===== src/rtl/dbgmon_pkg.sv =====
package dbgmon_pkg;
  localparam int unsigned BYTE_W = 8;
  localparam int unsigned ADDR_W = 16;

  localparam logic [7:0] OP_RD  = 8'h4A;
  localparam logic [7:0] OP_WR  = 8'h49;
  localparam logic [7:0] OP_IRD = 8'h1A;
  localparam logic [7:0] OP_IWR = 8'h19;
  localparam logic [7:0] OP_SP  = 8'h0C;
  localparam logic [7:0] OP_RUN = 8'h28;

  typedef enum logic [2:0] {
    K_RD, K_WR, K_IRD, K_IWR, K_SP, K_RUN, K_BAD
  } op_kind_e;

  typedef enum logic [2:0] {
    S_IDLE, S_AHI, S_ALO, S_DATA, S_MEM, S_PUSH, S_RUN
  } eng_state_e;
endpackage


===== src/rtl/dbgmon_decode.sv =====
module dbgmon_decode
  import dbgmon_pkg::*;
(
  input  logic [BYTE_W-1:0] op_i,
  output op_kind_e          kind_o
);
  always_comb begin
    unique case (op_i)
      OP_RD:   kind_o = K_RD;
      OP_WR:   kind_o = K_WR;
      OP_IRD:  kind_o = K_IRD;
      OP_IWR:  kind_o = K_IWR;
      OP_SP:   kind_o = K_SP;
      OP_RUN:  kind_o = K_RUN;
      default: kind_o = K_BAD;
    endcase
  end
endmodule


===== src/rtl/dbgmon_fifo.sv =====
module dbgmon_fifo #(
  parameter int unsigned WIDTH = 8,
  parameter int unsigned DEPTH = 4
) (
  input  logic             clk,
  input  logic             rst,
  input  logic             push_i,
  input  logic [WIDTH-1:0] push_data_i,
  input  logic             pop_i,
  output logic             full_o,
  output logic             valid_o,
  output logic [WIDTH-1:0] head_o
);
  localparam int unsigned PW = (DEPTH > 1) ? $clog2(DEPTH) : 1;
  localparam int unsigned CW = $clog2(DEPTH + 1);

  logic [WIDTH-1:0] store [DEPTH];
  logic [PW-1:0]    wr_q, rd_q;
  logic [CW-1:0]    cnt_q;
  logic             do_push, do_pop;

  assign full_o  = (cnt_q == CW'(DEPTH));
  assign valid_o = (cnt_q != '0);
  assign head_o  = store[rd_q];
  assign do_push = push_i && !full_o;
  assign do_pop  = pop_i && valid_o;

  always_ff @(posedge clk) begin
    if (do_push) store[wr_q] <= push_data_i;
  end

  always_ff @(posedge clk) begin
    if (rst) begin
      wr_q  <= '0;
      rd_q  <= '0;
      cnt_q <= '0;
    end else begin
      if (do_push) wr_q <= (wr_q == PW'(DEPTH - 1)) ? '0 : wr_q + 1'b1;
      if (do_pop)  rd_q <= (rd_q == PW'(DEPTH - 1)) ? '0 : rd_q + 1'b1;
      case ({do_push, do_pop})
        2'b10:   cnt_q <= cnt_q + 1'b1;
        2'b01:   cnt_q <= cnt_q - 1'b1;
        default: cnt_q <= cnt_q;
      endcase
    end
  end
endmodule


===== src/rtl/dbgmon_ctrl.sv =====
module dbgmon_ctrl
  import dbgmon_pkg::*;
(
  input  logic              clk,
  input  logic              rst,
  input  logic              rx_valid_i,
  input  logic [BYTE_W-1:0] rx_data_i,
  input  logic              rx_break_i,
  input  op_kind_e          kind_i,
  input  logic [ADDR_W-1:0] sp_i,
  input  logic              run_exit_i,
  input  logic              fifo_full_i,
  output logic              push_o,
  output logic [BYTE_W-1:0] push_data_o,
  output logic              run_o,
  output logic              brk_o,
  output logic              mem_req_o,
  output logic              mem_we_o,
  output logic [ADDR_W-1:0] mem_addr_o,
  output logic [BYTE_W-1:0] mem_wdata_o,
  input  logic              mem_ack_i,
  input  logic [BYTE_W-1:0] mem_rdata_i
);
  eng_state_e        st_q;
  op_kind_e          cmd_q;
  logic [ADDR_W-1:0] ptr_q;
  logic [BYTE_W-1:0] resp_q;
  logic              second_q;
  logic              brk_pend_q;
  logic              collecting, echo;

  assign collecting = (st_q == S_IDLE) || (st_q == S_AHI) ||
                      (st_q == S_ALO)  || (st_q == S_DATA);
  assign echo       = collecting && rx_valid_i && !rx_break_i;

  always_comb begin
    push_o      = 1'b0;
    push_data_o = resp_q;
    if (echo) begin
      push_o      = 1'b1;
      push_data_o = rx_data_i;
    end else if (st_q == S_PUSH && !rx_break_i) begin
      push_o = !fifo_full_i;
    end
  end

  always_ff @(posedge clk) begin
    if (rst) begin
      st_q        <= S_IDLE;
      cmd_q       <= K_BAD;
      ptr_q       <= '0;
      resp_q      <= '0;
      second_q    <= 1'b0;
      brk_pend_q  <= 1'b0;
      run_o       <= 1'b0;
      brk_o       <= 1'b0;
      mem_req_o   <= 1'b0;
      mem_we_o    <= 1'b0;
      mem_addr_o  <= '0;
      mem_wdata_o <= '0;
    end else begin
      brk_o <= 1'b0;
      if (mem_req_o && mem_ack_i) mem_req_o <= 1'b0;

      if (rx_break_i && st_q != S_RUN && st_q != S_MEM) begin
        brk_o <= 1'b1;
        st_q  <= S_IDLE;
      end else begin
        unique case (st_q)
          S_IDLE: if (rx_valid_i) begin
            cmd_q    <= kind_i;
            second_q <= 1'b0;
            unique case (kind_i)
              K_RD, K_WR: st_q <= S_AHI;
              K_IWR:      st_q <= S_DATA;
              K_IRD: begin
                mem_req_o  <= 1'b1;
                mem_we_o   <= 1'b0;
                mem_addr_o <= ptr_q + 1'b1;
                st_q       <= S_MEM;
              end
              K_SP: begin
                resp_q <= sp_i[ADDR_W-1 -: BYTE_W];
                st_q   <= S_PUSH;
              end
              K_RUN: begin
                run_o <= 1'b1;
                st_q  <= S_RUN;
              end
              default: brk_o <= 1'b1;
            endcase
          end
          S_AHI: if (rx_valid_i) begin
            ptr_q[ADDR_W-1 -: BYTE_W] <= rx_data_i;
            st_q <= S_ALO;
          end
          S_ALO: if (rx_valid_i) begin
            ptr_q[BYTE_W-1:0] <= rx_data_i;
            if (cmd_q == K_RD) begin
              mem_req_o  <= 1'b1;
              mem_we_o   <= 1'b0;
              mem_addr_o <= {ptr_q[ADDR_W-1 -: BYTE_W], rx_data_i};
              st_q       <= S_MEM;
            end else begin
              st_q <= S_DATA;
            end
          end
          S_DATA: if (rx_valid_i) begin
            mem_req_o   <= 1'b1;
            mem_we_o    <= 1'b1;
            mem_wdata_o <= rx_data_i;
            st_q        <= S_MEM;
            if (cmd_q == K_IWR) begin
              ptr_q      <= ptr_q + 1'b1;
              mem_addr_o <= ptr_q + 1'b1;
            end else begin
              mem_addr_o <= ptr_q;
            end
          end
          S_MEM: begin
            if (rx_break_i) brk_pend_q <= 1'b1;
            if (mem_ack_i) begin
              if (brk_pend_q || rx_break_i) begin
                brk_o      <= 1'b1;
                brk_pend_q <= 1'b0;
                st_q       <= S_IDLE;
              end else if (mem_we_o) begin
                st_q <= S_IDLE;
              end else begin
                resp_q <= mem_rdata_i;
                st_q   <= S_PUSH;
              end
            end
          end
          S_PUSH: if (!fifo_full_i) begin
            if (cmd_q == K_IRD) begin
              ptr_q <= ptr_q + 1'b1;
              if (!second_q) begin
                second_q   <= 1'b1;
                mem_req_o  <= 1'b1;
                mem_we_o   <= 1'b0;
                mem_addr_o <= ptr_q + 2'd2;
                st_q       <= S_MEM;
              end else begin
                st_q <= S_IDLE;
              end
            end else if (cmd_q == K_SP && !second_q) begin
              second_q <= 1'b1;
              resp_q   <= sp_i[BYTE_W-1:0];
            end else begin
              st_q <= S_IDLE;
            end
          end
          S_RUN: if (run_exit_i) begin
            run_o <= 1'b0;
            st_q  <= S_IDLE;
          end
          default: st_q <= S_IDLE;
        endcase
      end
    end
  end
endmodule


===== src/rtl/dbgmon_engine.sv =====
module dbgmon_engine
  import dbgmon_pkg::*;
#(
  parameter int unsigned FIFO_DEPTH = 4
) (
  input  logic        clk,
  input  logic        rst,
  input  logic        rx_valid,
  input  logic [7:0]  rx_data,
  input  logic        rx_break,
  input  logic [15:0] sp_value,
  input  logic        run_exit,
  output logic        run_active,
  output logic        mem_req,
  output logic        mem_we,
  output logic [15:0] mem_addr,
  output logic [7:0]  mem_wdata,
  input  logic        mem_ack,
  input  logic [7:0]  mem_rdata,
  output logic        tx_valid,
  output logic [7:0]  tx_data,
  input  logic        tx_ready,
  output logic        tx_break
);
  op_kind_e          kind;
  logic              push, full;
  logic [BYTE_W-1:0] push_data;

  dbgmon_decode u_dec (.op_i(rx_data), .kind_o(kind));

  dbgmon_ctrl u_ctrl (
    .clk(clk), .rst(rst),
    .rx_valid_i(rx_valid), .rx_data_i(rx_data), .rx_break_i(rx_break),
    .kind_i(kind), .sp_i(sp_value), .run_exit_i(run_exit),
    .fifo_full_i(full), .push_o(push), .push_data_o(push_data),
    .run_o(run_active), .brk_o(tx_break),
    .mem_req_o(mem_req), .mem_we_o(mem_we), .mem_addr_o(mem_addr),
    .mem_wdata_o(mem_wdata), .mem_ack_i(mem_ack), .mem_rdata_i(mem_rdata)
  );

  dbgmon_fifo #(.WIDTH(BYTE_W), .DEPTH(FIFO_DEPTH)) u_fifo (
    .clk(clk), .rst(rst),
    .push_i(push), .push_data_i(push_data),
    .pop_i(tx_ready), .full_o(full),
    .valid_o(tx_valid), .head_o(tx_data)
  );
endmodule


===== config.mk =====
export PLATFORM = sky130hd
export DESIGN_NAME = dbgmon_engine
export DESIGN_NICKNAME = d
export VERILOG_FILES = /design/src/rtl/dbgmon_pkg.sv /design/src/rtl/dbgmon_decode.sv /design/src/rtl/dbgmon_fifo.sv /design/src/rtl/dbgmon_ctrl.sv /design/src/rtl/dbgmon_engine.sv
export SDC_FILE = /design/constraint.sdc
export NUM_CORES = 1
export LEC_CHECK = 0
export CORE_ASPECT_RATIO = 1.25
export CORE_MARGIN = 2
export CORE_UTILIZATION = 55
export CTS_CLUSTER_DIAMETER = 100
export CTS_CLUSTER_SIZE = 40
export DETAILED_ROUTE_END_ITERATION = 7
export DONT_BUFFER_PORTS = 1
export PLACE_DENSITY = 0.7
export SYNTH_ARGS = -nofsm -noshare
export SYNTH_HDL_FRONTEND = slang
export SYNTH_SLANG_ARGS = --single-unit

===== constraint.sdc =====
create_clock -name clk -period 8.3 [get_ports clk]
set_clock_uncertainty 0.05 [all_clocks]
set_input_delay 0.83 -clock clk [delete_from_list [all_inputs] [get_ports clk]]
set_output_delay 0.83 -clock clk [all_outputs]
set_load 0.02 [all_outputs]

## Word level (Yosys, flattened, before mapping)

Memory sizes are Yosys's and may differ from the RTL's. A register that Yosys moved wholly into a read port is not among the register bits.
Cells that the tools add are included.

- Equal/unequal tests: 47
- $add $sub $neg: 6
- Bitwise operators: 1
- Reduce and logical (&&, ||, !) cells: 40
- Muxes and demuxes: 88

Operator list:

| cell | count |
|---|---|
| 16-bit two-way mux | 11 |
| 8-bit two-way mux | 10 |
| 8-bit case mux with 3 select lines | 3 |
| 16-bit case mux with 4 select lines | 1 |
| 3-bit two-way mux | 13 |
| 1-bit two-way mux | 37 |
| 2-bit inequality test, second input constant | 17 |
| 3-bit equality test, second input constant | 7 |
| 3-bit case mux with 7 select lines | 1 |
| 10-bit AND reduction | 2 |
| 3-bit by 2-bit equality test with 1-bit output, second input constant | 6 |
| 3-bit case mux with 6 select lines | 1 |
| 16-bit by 1-bit adder with 16-bit output, second input constant | 1 |
| 16-bit by 2-bit adder with 16-bit output, second input constant | 1 |
| 8-bit by 5-bit equality test with 1-bit output, second input constant | 2 |
| 8-bit by 7-bit equality test with 1-bit output, second input constant | 2 |
| 3-bit case mux with 5 select lines | 1 |
| 3-bit inequality test, second input constant | 4 |
| 6-bit AND reduction | 2 |
| 3-bit nonzero test | 4 |
| 5-bit AND reduction | 2 |
| 1-bit logical AND | 9 |
| 3-bit logical NOT | 3 |
| 9-bit AND reduction | 1 |
| other kinds (22) | 41 |

- Input port bits: 39
- Bits in writable memories: 32
- Output and inout port bits: 37
- Register bits: 67
- Memories kept: 1
- Word-level logic and storage cells: 199

Memory list:

| name | depth | width | rd ports | clocked after memory_dff | wr ports | line | text |
|---|---|---|---|---|---|---|---|
| u_fifo.store | 4 | 8 | 1 | 1 | 1 | dbgmon_fifo.sv:17 | `logic [WIDTH-1:0] store [DEPTH];` |

## Depth between registers and ports, before layout

- Depth in word-level cells: 10
- Gate-level depth with buffers: 11
- Mapped depth without buffers: 9

## Hierarchy

A second synthesis with hierarchy kept.

- Cell total of the unflattened synthesis: 698
- Area total of the unflattened synthesis: 5999.5 sq um

By module, submodules not included:

| module | sequential area each (sq um) | instances | cells an instance | area each (sq um) |
|---|---|---|---|---|
| dbgmon_ctrl | 1201.2 | 1 | 589 | 4257.8 |
| dbgmon_fifo | 1141.1 | 1 | 96 | 1650.3 |
| dbgmon_decode | 0.0 | 1 | 13 | 91.3 |

## Worst setup path after synthesis

No wires, ideal clock.

- Kind: in2reg
- Start: input rx_data[2]
- End: register u_ctrl.resp_q[0]
- Required time: 8101 ps
- Stages on the path: 10
- Buffers on the path: 3
- Arrival: 3382 ps
- Slack: 4720 ps
- Setup time: 149 ps
- Path through: buf_6 > or4b_4 > or4b_1 > buf_6 > ha_1 > buf_1 > o31a_1 > nor4_1 > o21ai_1 > mux2i_1

- Cells in the longest elaborated chain, start to end: 5
- Elaborated cells on any way between the ends: 10
- Classes of those cells: 8 x eq/ne; 1 x mux; 1 x reduce/logical

Ends and longest elaborated chain:

| element | line | text |
|---|---|---|
| start, declared | dbgmon_engine.sv:9 | `input logic [7:0] rx_data,` |
| 8-bit by 6-bit equality test with 1-bit output (tied with other cells) | dbgmon_decode.sv:8 | `unique case (op_i)` |
| 3-bit case mux with 6 select lines * | dbgmon_decode.sv:8 |  |
| 3-bit equality test * | dbgmon_ctrl.sv:73 | `unique case (kind_i)` |
| 2-bit inequality test (no source line) * | -- |  |
| 10-bit AND reduction (no source line) * | -- |  |
| end signal, assigned | dbgmon_ctrl.sv:83 | `resp_q <= sp_i[ADDR_W-1 -: BYTE_W];` |
| end signal, assigned | dbgmon_ctrl.sv:130 | `resp_q <= mem_rdata_i;` |
| end signal, assigned | dbgmon_ctrl.sv:149 | `resp_q <= sp_i[BYTE_W-1:0];` |
| end, declared | dbgmon_ctrl.sv:27 | `logic [BYTE_W-1:0] resp_q;` |

Mark *: on every way between the ends. The rest lies on a longest branch, timed or not.
A chain may end at the register's enable or synchronous reset.

## Worst setup path after layout

- Start: input rx_data[2]
- End: register u_ctrl.resp_q[2]

The elaborated chain is that of the path after synthesis.

==> impl_metrics.yaml <==
status:
  status: "finished clean"
min_path:
  hp-start: "u_ctrl.resp_q[6]"
  min_path_type: "reg2reg"
  holdPathStages: 2
  min_to: "u_ctrl.resp_q[6]"
global_routing:
  met2_usage_pct: 55.9
  grt-busiest-layer: "met2"
  grt_pass1_wl_um: 34000
  grtUsageMet1_pct: 43.9
  grt_max_degree: 51
  antenna_found_initial: 0
  grt_pass1_vias: 5876
  met3_usage_pct: 6.12
  grt_use_total_pct: 34.7
  gr-total-overflow: 0
finish:
  final_cells: 885
  drive_gt1_share_pct: 7.46
  n_antenna_cell: 0
  postLayoutCoreUtil_pct: 58.8
  nFillCells: 1078
  nets: 770
  area_growth_pct: 4.24
routing:
  initialDrtViolationCount: 628
  antenna_left: 0
  drc: 0
  routed_wl_um: 22100
  wl_per_cell_um: 24.9
  vias: 6132
  vias_per_cell: 6.93
  firstDrtPassIters: 5
pwr:
  power_density_nw_per_um2: 161
  leakage_nw: 2.29
  total_power_w: 0.00110
  vdd_drop_max_mv: 0.0867
synth:
  async_reset_ff_share_pct: 0
  synth-edff-count: 32
  syn_inst: 770
  yosysSeqAreaShare_pct: 35.6
  syn_area_per_cell_um2: 8.56
  synth_flop_cell: "dfxtp_1"
  syn_area_um2: 6590
  yosysWarnings: 0
  ys_types: 79
  synthTopCellsByArea: "dfxtp_1, edfxtp_1, a21oi_1, mux2i_1, nand2_1"
  yosys.area.top_type: "dfxtp_1"
  ys_ff_latch: 101
  syn_nets: 821
  netlist.area_leader.share_pct: 21.0
sta:
  setup_viol: 0
  layout_setup_ws_ns: 4.66
  setup_tns_ns: 0
  slew-limit-headroom_pct: 26.8
  worst_pin_slew_ns: 1.09
  slew_viol_final: 0
  fmax_mhz: 275
  grt_setup_unrepaired: "false"
  fin_crit_ns: 3.64
  finalCritPeriodShare_pct: 43.9
  hold_viol_final: 0
placed_design:
  dp.cells: 869
  finalWeightedCongestion: 0.963
  port_buffers: 0
  pre_cts_ws_ns: 4.32
  dpl.hpwl_um: 15200
clock_tree:
  cts.sinks: 101
  clock_path_buffers: 2
  clk_pin_slew_ns: 0.08
  clockRootBuffer: "clkbuf_16"
  cts_tree: "built"
  cts_made_buffers: 9
  htreeDepth: 3
  ctsResizeCount: 0
  clock_latency_ns: 0.36
  post_cts_buffers: 0
  cts_hold_buf: 0
setup_path:
  start_kind: "primary input"
  worstRegToRegCells: 6
  cp_max_fo: 9
  cp-end-kind: "flop"
  cp.required_ns: 8.45
  r2r-end: "u_ctrl.mem_addr_o[5]"
  crit_type: "in2reg"
  reg2reg_slack_ns: 5.06
  cp.arrival_ns: 3.79
  r2r-start: "u_ctrl.st_q[0]"
floorplanning:
  start_util_pct: 56.4
  dieArea_um2: 12900
  coreArea_um2: 11700
  die_h_um: 126
  ios: 76
  placementRows: 44
  die_width_um: 102
run:
  drv_cap: 0
-- registers in the layout, indices dropped and copies added, names as in the netlist, 2 cells and up, named ones only --
name	flops
u_fifo.rd_q	2
u_ctrl.cmd_q	3
u_fifo.wr_q	2
u_fifo.store	32
u_ctrl.mem_wdata_o	8
u_ctrl.mem_addr_o	16
u_fifo.cnt_q	3
u_ctrl.st_q	3
u_ctrl.resp_q	8
u_ctrl.ptr_q	16
-- worst max-delay path, stage by stage --
cell	delay [ns]
or4b_4	0.54
or4b_1	0.68
ha_1	0.38
o31a_1	0.17
nor4_1	0.49
o21ai_1	0.47
mux2i_1	0.22
-- metrics by stage --
| stage | hold WS, ns | area [um^2] |
|---|---|---|
| final | 0.415 | 6870 |
| after floorplan | 0.387 | 6590 |
| after detailed placement | 0.401 | 6570 |
| after CTS | 0.417 | 6870 |
| after global placement | 0.396 | 6570 |
| after global routing | 0.428 | 6870 |
-- metal layers --
layer | vias to the layer above | part of all wire [%] | wire, um
met4 | 0 | 4.7 | 1040
met3 | 60 | 8.6 | 1900
met2 | 313 | 48 | 10600
met1 | 2958 | 39 | 8530
met5 | - | 0 | 0
li1 | 2801 | - | -
-- synthesized netlist by cell type (11+ instances only) --
cell type and count:
dfxtp_1 69, a211oi_1 15, nand3_1 19, ha_1 11
xor2_1 12, inv_1 23, nor2_1 60, nand4_1 14
o21ai_0 29, mux2i_1 28, nor4_1 15, o211ai_1 16
a21oi_1 58, nor3_1 21, edfxtp_1 32, clkbuf_1 58
nand2_1 72
-- where the power goes --
part / internal [W] / switching (W)
sequential: 0.000526 / 0.0000203
clock: 0.000214 / 0.000209
combinational: 0.0000567 / 0.0000797
total: 0.000796 / 0.000309
-- logic make-up after synthesis --
group,synth area share (%)
adders and majority gates,2.39
AOI/OAI and AO/OA,23.8
buffers and inverters,6.04
DFF,35.6
xor gates and xnor gates,2.39
and+or+nand+nor,21.1
muxes,8.70
-- worst max-delay path by stage --
stage                                   to  cells after the start  startpoint  slack (ns)
after global placement    u_ctrl.resp_q[4]                      7  rx_data[2]        4.37
after detailed placement  u_ctrl.resp_q[7]                      7  rx_data[2]        4.32
after CTS                 u_ctrl.resp_q[2]                      7  rx_data[2]        4.68
after floorplan           u_ctrl.resp_q[0]                     10  rx_data[2]        4.72
final                     u_ctrl.resp_q[2]                      7  rx_data[2]        4.66
after global routing      u_ctrl.resp_q[2]                      7  rx_data[2]        4.55
-- cells in the final DEF, fill, tap and decap left out, types with 8 or more instances in the layout --
| master | n |
|---|---|
| nand2b_1 | 10 |
| a211oi_1 | 15 |
| o21ai_0 | 29 |
| clkbuf_16 | 9 |
| nor3_1 | 21 |
| dfxtp_1 | 69 |
| nor2_1 | 60 |
| nor4_1 | 15 |
| ha_1 | 11 |
| edfxtp_1 | 32 |
| o31ai_1 | 8 |
| mux2i_1 | 28 |
| o211ai_1 | 16 |
| nand3_1 | 19 |
| nand2_1 | 72 |
| nor2b_1 | 9 |
| xor2_1 | 12 |
| inv_1 | 23 |
| mux2_2 | 8 |
| and2_1 | 10 |
| mux4_2 | 9 |
| a21oi_1 | 58 |
| buf_4 | 11 |
| or3_1 | 9 |
| nand4_1 | 14 |
| o32ai_1 | 8 |
-- cell type report --
class / count / area [um^2] / share of cell area [%]
Multi-Input combinational cell: 571 / 3850 / 56.0
Sequential cell: 101 / 2340 / 34.1
Clock buffer: 9 / 225 / 3.28
Tap cell: 161 / 201 / 2.93
Inverter: 25 / 93.8 / 1.37
Timing Repair Buffer: 11 / 82.6 / 1.20
Clock inverter: 7 / 73.8 / 1.08
Power figures use the tool's default switching activity.
